## config.mk

```make
export PLATFORM = sky130hd
export DESIGN_NAME = stream_entry_locator
export DESIGN_NICKNAME = d
export VERILOG_FILES = /design/src/rtl/stream_locator_pkg.sv /design/src/rtl/sid_index_split.sv /design/src/rtl/l1_desc_eval.sv /design/src/rtl/stream_entry_locator.sv
export SDC_FILE = /design/constraint.sdc
export NUM_CORES = 1
export LEC_CHECK = 0
export BUFFER_PORTS_ARGS = -buffer_cell sky130_fd_sc_hd__buf_2
export CAP_MARGIN = 10
export CORE_MARGIN = 2
export CORE_UTILIZATION = 30
export DETAILED_ROUTE_END_ITERATION = 7
export PLACE_DENSITY_LB_ADDON = 0.3
export SYNTH_ARGS = -nofsm -noshare
export SYNTH_HDL_FRONTEND = slang
export SYNTH_SLANG_ARGS = --single-unit
```

## constraint.sdc

```tcl
create_clock -name clk -period 6.93 [get_ports clk]
set_input_delay 2.079 -clock clk [delete_from_list [all_inputs] [get_ports clk]]
set_output_delay 2.079 -clock clk [all_outputs]
set_load 0.05 [all_outputs]
```

## src/rtl/stream_locator_pkg.sv

```systemverilog
package stream_locator_pkg;

    localparam int DESC_LOG2     = 3;
    localparam int ENTRY_LOG2    = 6;
    localparam int CFG_FMT_LSB   = 16;
    localparam int CFG_FMT_W     = 2;
    localparam int CFG_SPLIT_LSB = 6;
    localparam int SPLIT_W       = 5;
    localparam int SPAN_W        = 5;
    localparam int PTR_LSB       = 6;
    localparam logic [CFG_FMT_W-1:0] FMT_TWO_LEVEL = 2'd1;

    typedef enum logic [1:0] {
        FLT_NONE      = 2'd0,
        FLT_BAD_SID   = 2'd1,
        FLT_BAD_ENTRY = 2'd2,
        FLT_FETCH     = 2'd3
    } fault_e;

    typedef enum logic [1:0] {
        ST_IDLE,
        ST_EVAL,
        ST_FETCH,
        ST_WAIT
    } lk_state_e;

    function automatic logic [CFG_FMT_W-1:0] cfg_format(input logic [31:0] cfg);
        return cfg[CFG_FMT_LSB +: CFG_FMT_W];
    endfunction

    function automatic logic [SPLIT_W-1:0] cfg_split(input logic [31:0] cfg);
        return cfg[CFG_SPLIT_LSB +: SPLIT_W];
    endfunction

endpackage

```

## src/rtl/sid_index_split.sv

```systemverilog
module sid_index_split
    import stream_locator_pkg::*;
#(
    parameter int SID_W    = 32,
    parameter int SID_BITS = 16,
    parameter int ADDR_W   = 48
) (
    input  logic [SID_W-1:0]   sid,
    input  logic [ADDR_W-1:0]  base,
    input  logic [SPLIT_W-1:0] split,
    output logic               sid_oob,
    output logic [SID_W-1:0]   l2_idx,
    output logic [ADDR_W-1:0]  l1_addr,
    output logic [ADDR_W-1:0]  lin_addr
);
    localparam int EXT_W = (ADDR_W > SID_W) ? ADDR_W : SID_W;

    logic [ADDR_W-1:0] base_al;
    logic [SID_W-1:0]  l1_idx;
    logic [SID_W-1:0]  low_mask;
    logic [EXT_W-1:0]  l1_ext;
    logic [EXT_W-1:0]  sid_ext;

    assign base_al = {base[ADDR_W-1:ENTRY_LOG2], {ENTRY_LOG2{1'b0}}};

    generate
        if (SID_BITS < SID_W) begin : g_range
            assign sid_oob = |sid[SID_W-1:SID_BITS];
        end else begin : g_full
            assign sid_oob = 1'b0;
        end
    endgenerate

    for (genvar b = 0; b < SID_W; b++) begin : g_mask
        assign low_mask[b] = (b < int'(split));
    end

    assign l1_idx  = sid >> split;
    assign l2_idx  = sid & low_mask;
    assign l1_ext  = EXT_W'(l1_idx) << DESC_LOG2;
    assign sid_ext = EXT_W'(sid) << ENTRY_LOG2;
    assign l1_addr  = base_al + l1_ext[ADDR_W-1:0];
    assign lin_addr = base_al + sid_ext[ADDR_W-1:0];

endmodule

```

## src/rtl/l1_desc_eval.sv

```systemverilog
module l1_desc_eval
    import stream_locator_pkg::*;
#(
    parameter int SID_W  = 32,
    parameter int ADDR_W = 48,
    parameter int DESC_W = 64
) (
    input  logic [DESC_W-1:0] desc,
    input  logic [SID_W-1:0]  l2_idx,
    output logic              span_zero,
    output logic              l2_over,
    output logic [ADDR_W-1:0] ent_addr
);
    localparam int EXT_W = (ADDR_W > SID_W) ? ADDR_W : SID_W;

    logic [SPAN_W-1:0] span;
    logic [ADDR_W-1:0] l2_ptr;
    logic [EXT_W-1:0]  idx_ext;

    assign span      = desc[SPAN_W-1:0];
    assign l2_ptr    = {desc[ADDR_W-1:PTR_LSB], {PTR_LSB{1'b0}}};
    assign span_zero = (span == '0);
    assign l2_over   = |(l2_idx >> span);
    assign idx_ext   = EXT_W'(l2_idx) << ENTRY_LOG2;
    assign ent_addr  = l2_ptr + idx_ext[ADDR_W-1:0];

endmodule

```

## src/rtl/stream_entry_locator.sv

```systemverilog
module stream_entry_locator
    import stream_locator_pkg::*;
#(
    parameter int SID_W    = 32,
    parameter int SID_BITS = 16,
    parameter int ADDR_W   = 48,
    parameter int CFG_W    = 32,
    parameter int DESC_W   = 64
) (
    input  logic              clk,
    input  logic              rst,
    input  logic              lk_valid,
    output logic              lk_ready,
    input  logic [SID_W-1:0]  lk_sid,
    input  logic [ADDR_W-1:0] tbl_base,
    input  logic [CFG_W-1:0]  tbl_cfg,
    output logic              rd_req_valid,
    input  logic              rd_req_ready,
    output logic [ADDR_W-1:0] rd_req_addr,
    input  logic              rd_rsp_valid,
    input  logic [DESC_W-1:0] rd_rsp_data,
    input  logic              rd_rsp_err,
    output logic              done,
    output logic [ADDR_W-1:0] entry_addr,
    output logic              fault,
    output logic [1:0]        fault_code,
    output logic [ADDR_W-1:0] fault_addr
);
    lk_state_e         state_q;
    logic [SID_W-1:0]  sid_q;
    logic [ADDR_W-1:0] base_q;
    logic [SPLIT_W-1:0] split_q;
    logic              two_lvl_q;

    logic              sid_oob;
    logic [SID_W-1:0]  l2_idx;
    logic [ADDR_W-1:0] l1_addr;
    logic [ADDR_W-1:0] lin_addr;
    logic              span_zero;
    logic              l2_over;
    logic [ADDR_W-1:0] ent_addr;
    logic [31:0]       cfg_word;

    assign cfg_word = 32'(tbl_cfg);

    sid_index_split #(
        .SID_W(SID_W), .SID_BITS(SID_BITS), .ADDR_W(ADDR_W)
    ) split_i (
        .sid(sid_q), .base(base_q), .split(split_q),
        .sid_oob(sid_oob), .l2_idx(l2_idx),
        .l1_addr(l1_addr), .lin_addr(lin_addr)
    );

    l1_desc_eval #(
        .SID_W(SID_W), .ADDR_W(ADDR_W), .DESC_W(DESC_W)
    ) desc_i (
        .desc(rd_rsp_data), .l2_idx(l2_idx),
        .span_zero(span_zero), .l2_over(l2_over), .ent_addr(ent_addr)
    );

    assign lk_ready     = (state_q == ST_IDLE);
    assign rd_req_valid = (state_q == ST_FETCH);
    assign rd_req_addr  = l1_addr;

    always_ff @(posedge clk) begin
        if (rst) begin
            state_q    <= ST_IDLE;
            sid_q      <= '0;
            base_q     <= '0;
            split_q    <= '0;
            two_lvl_q  <= 1'b0;
            done       <= 1'b0;
            entry_addr <= '0;
            fault      <= 1'b0;
            fault_code <= FLT_NONE;
            fault_addr <= '0;
        end else begin
            done       <= 1'b0;
            fault      <= 1'b0;
            fault_code <= FLT_NONE;
            fault_addr <= '0;
            case (state_q)
                ST_IDLE: begin
                    if (lk_valid) begin
                        sid_q     <= lk_sid;
                        base_q    <= tbl_base;
                        two_lvl_q <= (cfg_format(cfg_word) == FMT_TWO_LEVEL);
                        split_q   <= cfg_split(cfg_word);
                        state_q   <= ST_EVAL;
                    end
                end
                ST_EVAL: begin
                    if (sid_oob) begin
                        fault      <= 1'b1;
                        fault_code <= FLT_BAD_SID;
                        state_q    <= ST_IDLE;
                    end else if (!two_lvl_q) begin
                        done       <= 1'b1;
                        entry_addr <= lin_addr;
                        state_q    <= ST_IDLE;
                    end else begin
                        state_q    <= ST_FETCH;
                    end
                end
                ST_FETCH: begin
                    if (rd_req_ready) begin
                        state_q <= ST_WAIT;
                    end
                end
                ST_WAIT: begin
                    if (rd_rsp_valid) begin
                        state_q <= ST_IDLE;
                        if (rd_rsp_err) begin
                            fault      <= 1'b1;
                            fault_code <= FLT_FETCH;
                            fault_addr <= l1_addr;
                        end else if (span_zero) begin
                            fault      <= 1'b1;
                            fault_code <= FLT_BAD_SID;
                        end else if (l2_over) begin
                            fault      <= 1'b1;
                            fault_code <= FLT_BAD_ENTRY;
                        end else begin
                            done       <= 1'b1;
                            entry_addr <= ent_addr;
                        end
                    end
                end
                default: state_q <= ST_IDLE;
            endcase
        end
    end

endmodule

```

==> out/metrics.yaml <==
timing.final.crit_share: 0.999
finalSetupTns_ns: 0
yosysTopAreaCell: "dfxtp_1"
die_h_um: 229
finClkSkew_ns: 0.0160
min_from: "entry_addr[7]"
rsz0062_at_grt: "true"
clockRootBuffer: "clkbuf_16"
vias_per_cell: 5.42
ant_nets: 0
die_w_um: 229
drc: 0
dr.pass1.iters: 6
end_kind: "output port"
slew_violations: 0
cts_tree: "yes"
nets: 2651
vias: 16700
grt_pass1_wl_um: 94600
htreeDepth: 4
rr_startpoint: "split_q[1]"
cellLeakagePower_nw: 8.59
portBuffers: 271
insertion_delay_ns: 0.50
clockBufferDepth: 2
setup_violations: 0
top_level_ports: 332
cp.arrival_ns: 4.85
grt_pass1_vias: 16100
status: "completed"
antenna_found_initial: 2
async_flop_share: 0
syn_avg_cell_area_um2: 7.37
yosys_most_used_dff: "dfxtp_1"
yosysUniqueCellTypes: 91
fmax_ghz: 0.144
ys_seq_area_frac: 0.229
synth_seq_cells: 173
track_usage: 0.232
syn_to_final_growth_pct: 29.9
worstPathRequired_ns: 4.85
ys_warn_count: 0
die_area_um2: 52300
max_cap_viol_count: 0
core_area_um2: 50000
first_iter_violations: 1231
clkSlewWorstSetupHoldPaths_ns: 0.08
cts_num_sinks: 173
final-hold-violation-count: 0
critical_path.max_fanout: 7
cts_hold_buf: 0
crit_path_start_kind: "flop"
peakVddDrop_uv: 167
critical_path_class: "flop to output port"
fp-row-count: 82
synth_cells: 2057
crit_start: "split_q[0]"
synth_top_area_share: 0.229
powerDensity_nw_per_um2: 164
hpwlAfterDp_um: 49200
total_power_mw: 3.24
place_congestion: 0.964
wl_um: 62100
relSlewSlack: 0.333
detail_route.wl_per_cell_um: 20.2
cts_buffers: 17
hold_class: "flop to flop"
netlist_area_um2: 15200
start_util: 0.303
grt_max_degree: 81
synth_edf_count: 0
gr-total-overflow: 0
drive_above_1_share: 0.269
synth_area_leaders: "dfxtp_1, nand2_1, a21oi_1, ha_1, xnor2_1"
period_minus_slack_ns: 6.93
worst_pin_slew_ns: 0.975
[cell type report]
type / count / area, µm²
timing repair buffer: 454 / 3000
clock inverter: 14 / 156
clock buffer: 18 / 429
fill: 5311 / 30300
sequential: 173 / 3470
multi-input combinational: 1680 / 11500
antenna: 1 / 2.50
inverter: 71 / 270
tap: 672 / 841
[worst max-delay path, stage by stage, from the launching register on]
cell	delay, ns
dfxtp_4	0.41
buf_8	0.14
mux4_2	0.54
mux2i_2	0.20
nor2_1	0.08
a31oi_2	0.25
buf_4	0.16
nor2_1	0.04
ha_1	0.30
a21o_1	0.21
a21o_1	0.20
a21o_1	0.19
a21o_1	0.18
a21o_1	0.18
a21oi_2	0.14
o31ai_2	0.10
o2111ai_2	0.35
buf_6	0.19
a31oi_4	0.09
xor2_2	0.20
buf_6	0.19
[timing repair]
action | CTS | global route
pin swaps | 37 | 25
endpoints found under the setup margin | 28 | 27
gates resized for setup | 93 | 67
buffers inserted | 23 | 22
[flip-flops by register name, summed over array words and instances, names as in the netlist, named ones only]
signal,flops
state_q,1
fault_code,2
base_q,42
sid_q,32
fault,1
fault_addr,45
done,1
entry_addr,42
split_q,5
two_lvl_q,1
[cell usage after synthesis, types with 8 or more instances]
master / count
o21a_1: 19
mux2i_1: 49
nand4_1: 22
maj3_1: 16
dfxtp_1: 173
nand2b_1: 12
mux2_2: 10
o211ai_1: 15
mux4_2: 15
o22ai_1: 13
or3_1: 17
a211o_1: 17
buf_1: 13
nor2_1: 147
or2_2: 16
o21bai_1: 17
nand2_1: 317
nand3_1: 42
o31ai_1: 13
ha_1: 69
xor2_1: 36
and3_1: 15
o221ai_1: 8
nor2b_1: 16
a31o_2: 8
nor3_1: 38
a21oi_1: 226
buf_4: 17
clkbuf_1: 87
nor4_1: 13
a21o_1: 39
and2_1: 66
a211oi_1: 32
nor3b_1: 9
a31oi_1: 22
o21ai_0: 85
buf_2: 23
xnor2_1: 86
inv_1: 70
a221oi_1: 12
[path summary, 6_finish.rpt]
path,to,slack (ns),depth (start not counted)
max,rd_req_addr[37],0.005,20
min reg2reg,entry_addr[7],0.46,2
max reg2reg,entry_addr[39],1.84,17
min,entry_addr[7],0.46,2
[layer usage]
| metal | up-vias | share of wire | track usage |
|---|---|---|---|
| met5 | - | 0 | 0 |
| met4 | 0 | 0.022 | 0.0668 |
| met3 | 72 | 0.056 | 0.0383 |
| met2 | 611 | 0.47 | 0.385 |
| met1 | 7950 | 0.45 | 0.309 |
| li1 | 8082 | - | - |
[cell usage in the layout (no fill, tap or decap), types with 67 or more instances in the layout]
cell,instances
buf_4,176
nor2_1,146
inv_1,67
buf_2,241
o21ai_0,71
dfxtp_1,169
xnor2_1,71
a21oi_1,210
ha_1,67
nand2_1,310
[kinds of logic after synthesis]
| kind of cell | after synthesis | share of synthesized area |
|---|---|---|
| flops | 173 | 0.229 |
| buf+inv | 215 | 0.0613 |
| simple gates | 754 | 0.233 |
| xor+xnor | 122 | 0.0705 |
| compound gates | 629 | 0.272 |
| other cells | 1 | 0.000247 |
| mux | 74 | 0.0621 |
| fa+ha+maj | 89 | 0.0722 |
[power breakdown]
| part | internal [mW] | switching [mW] |
|---|---|---|
| sequential | 1.03 | 0.0550 |
| combinational | 0.428 | 0.726 |
| clock | 0.508 | 0.495 |
[metrics by stage]
| step | worst slack (ns) | hold slack, ns | instances | instance area, µm² | utilization |
|---|---|---|---|---|---|
| 2_1_floorplan | -0.00560 | 0.446 | 2068 | 15500 | - |
| 3_3_place_gp | -0.159 | 0.437 | 3006 | 18100 | 0.363 |
| 3_5_place_dp | -0.169 | 0.445 | 3006 | 18100 | 0.363 |
| 4_1_cts | -0.0258 | 0.457 | 3060 | 19300 | 0.385 |
| 5_1_grt | -0.244 | 0.472 | 3083 | 19700 | 0.394 |
| 6_report | 0.00452 | 0.455 | 3083 | 19700 | 0.394 |
(Power assumes the default switching activity.)
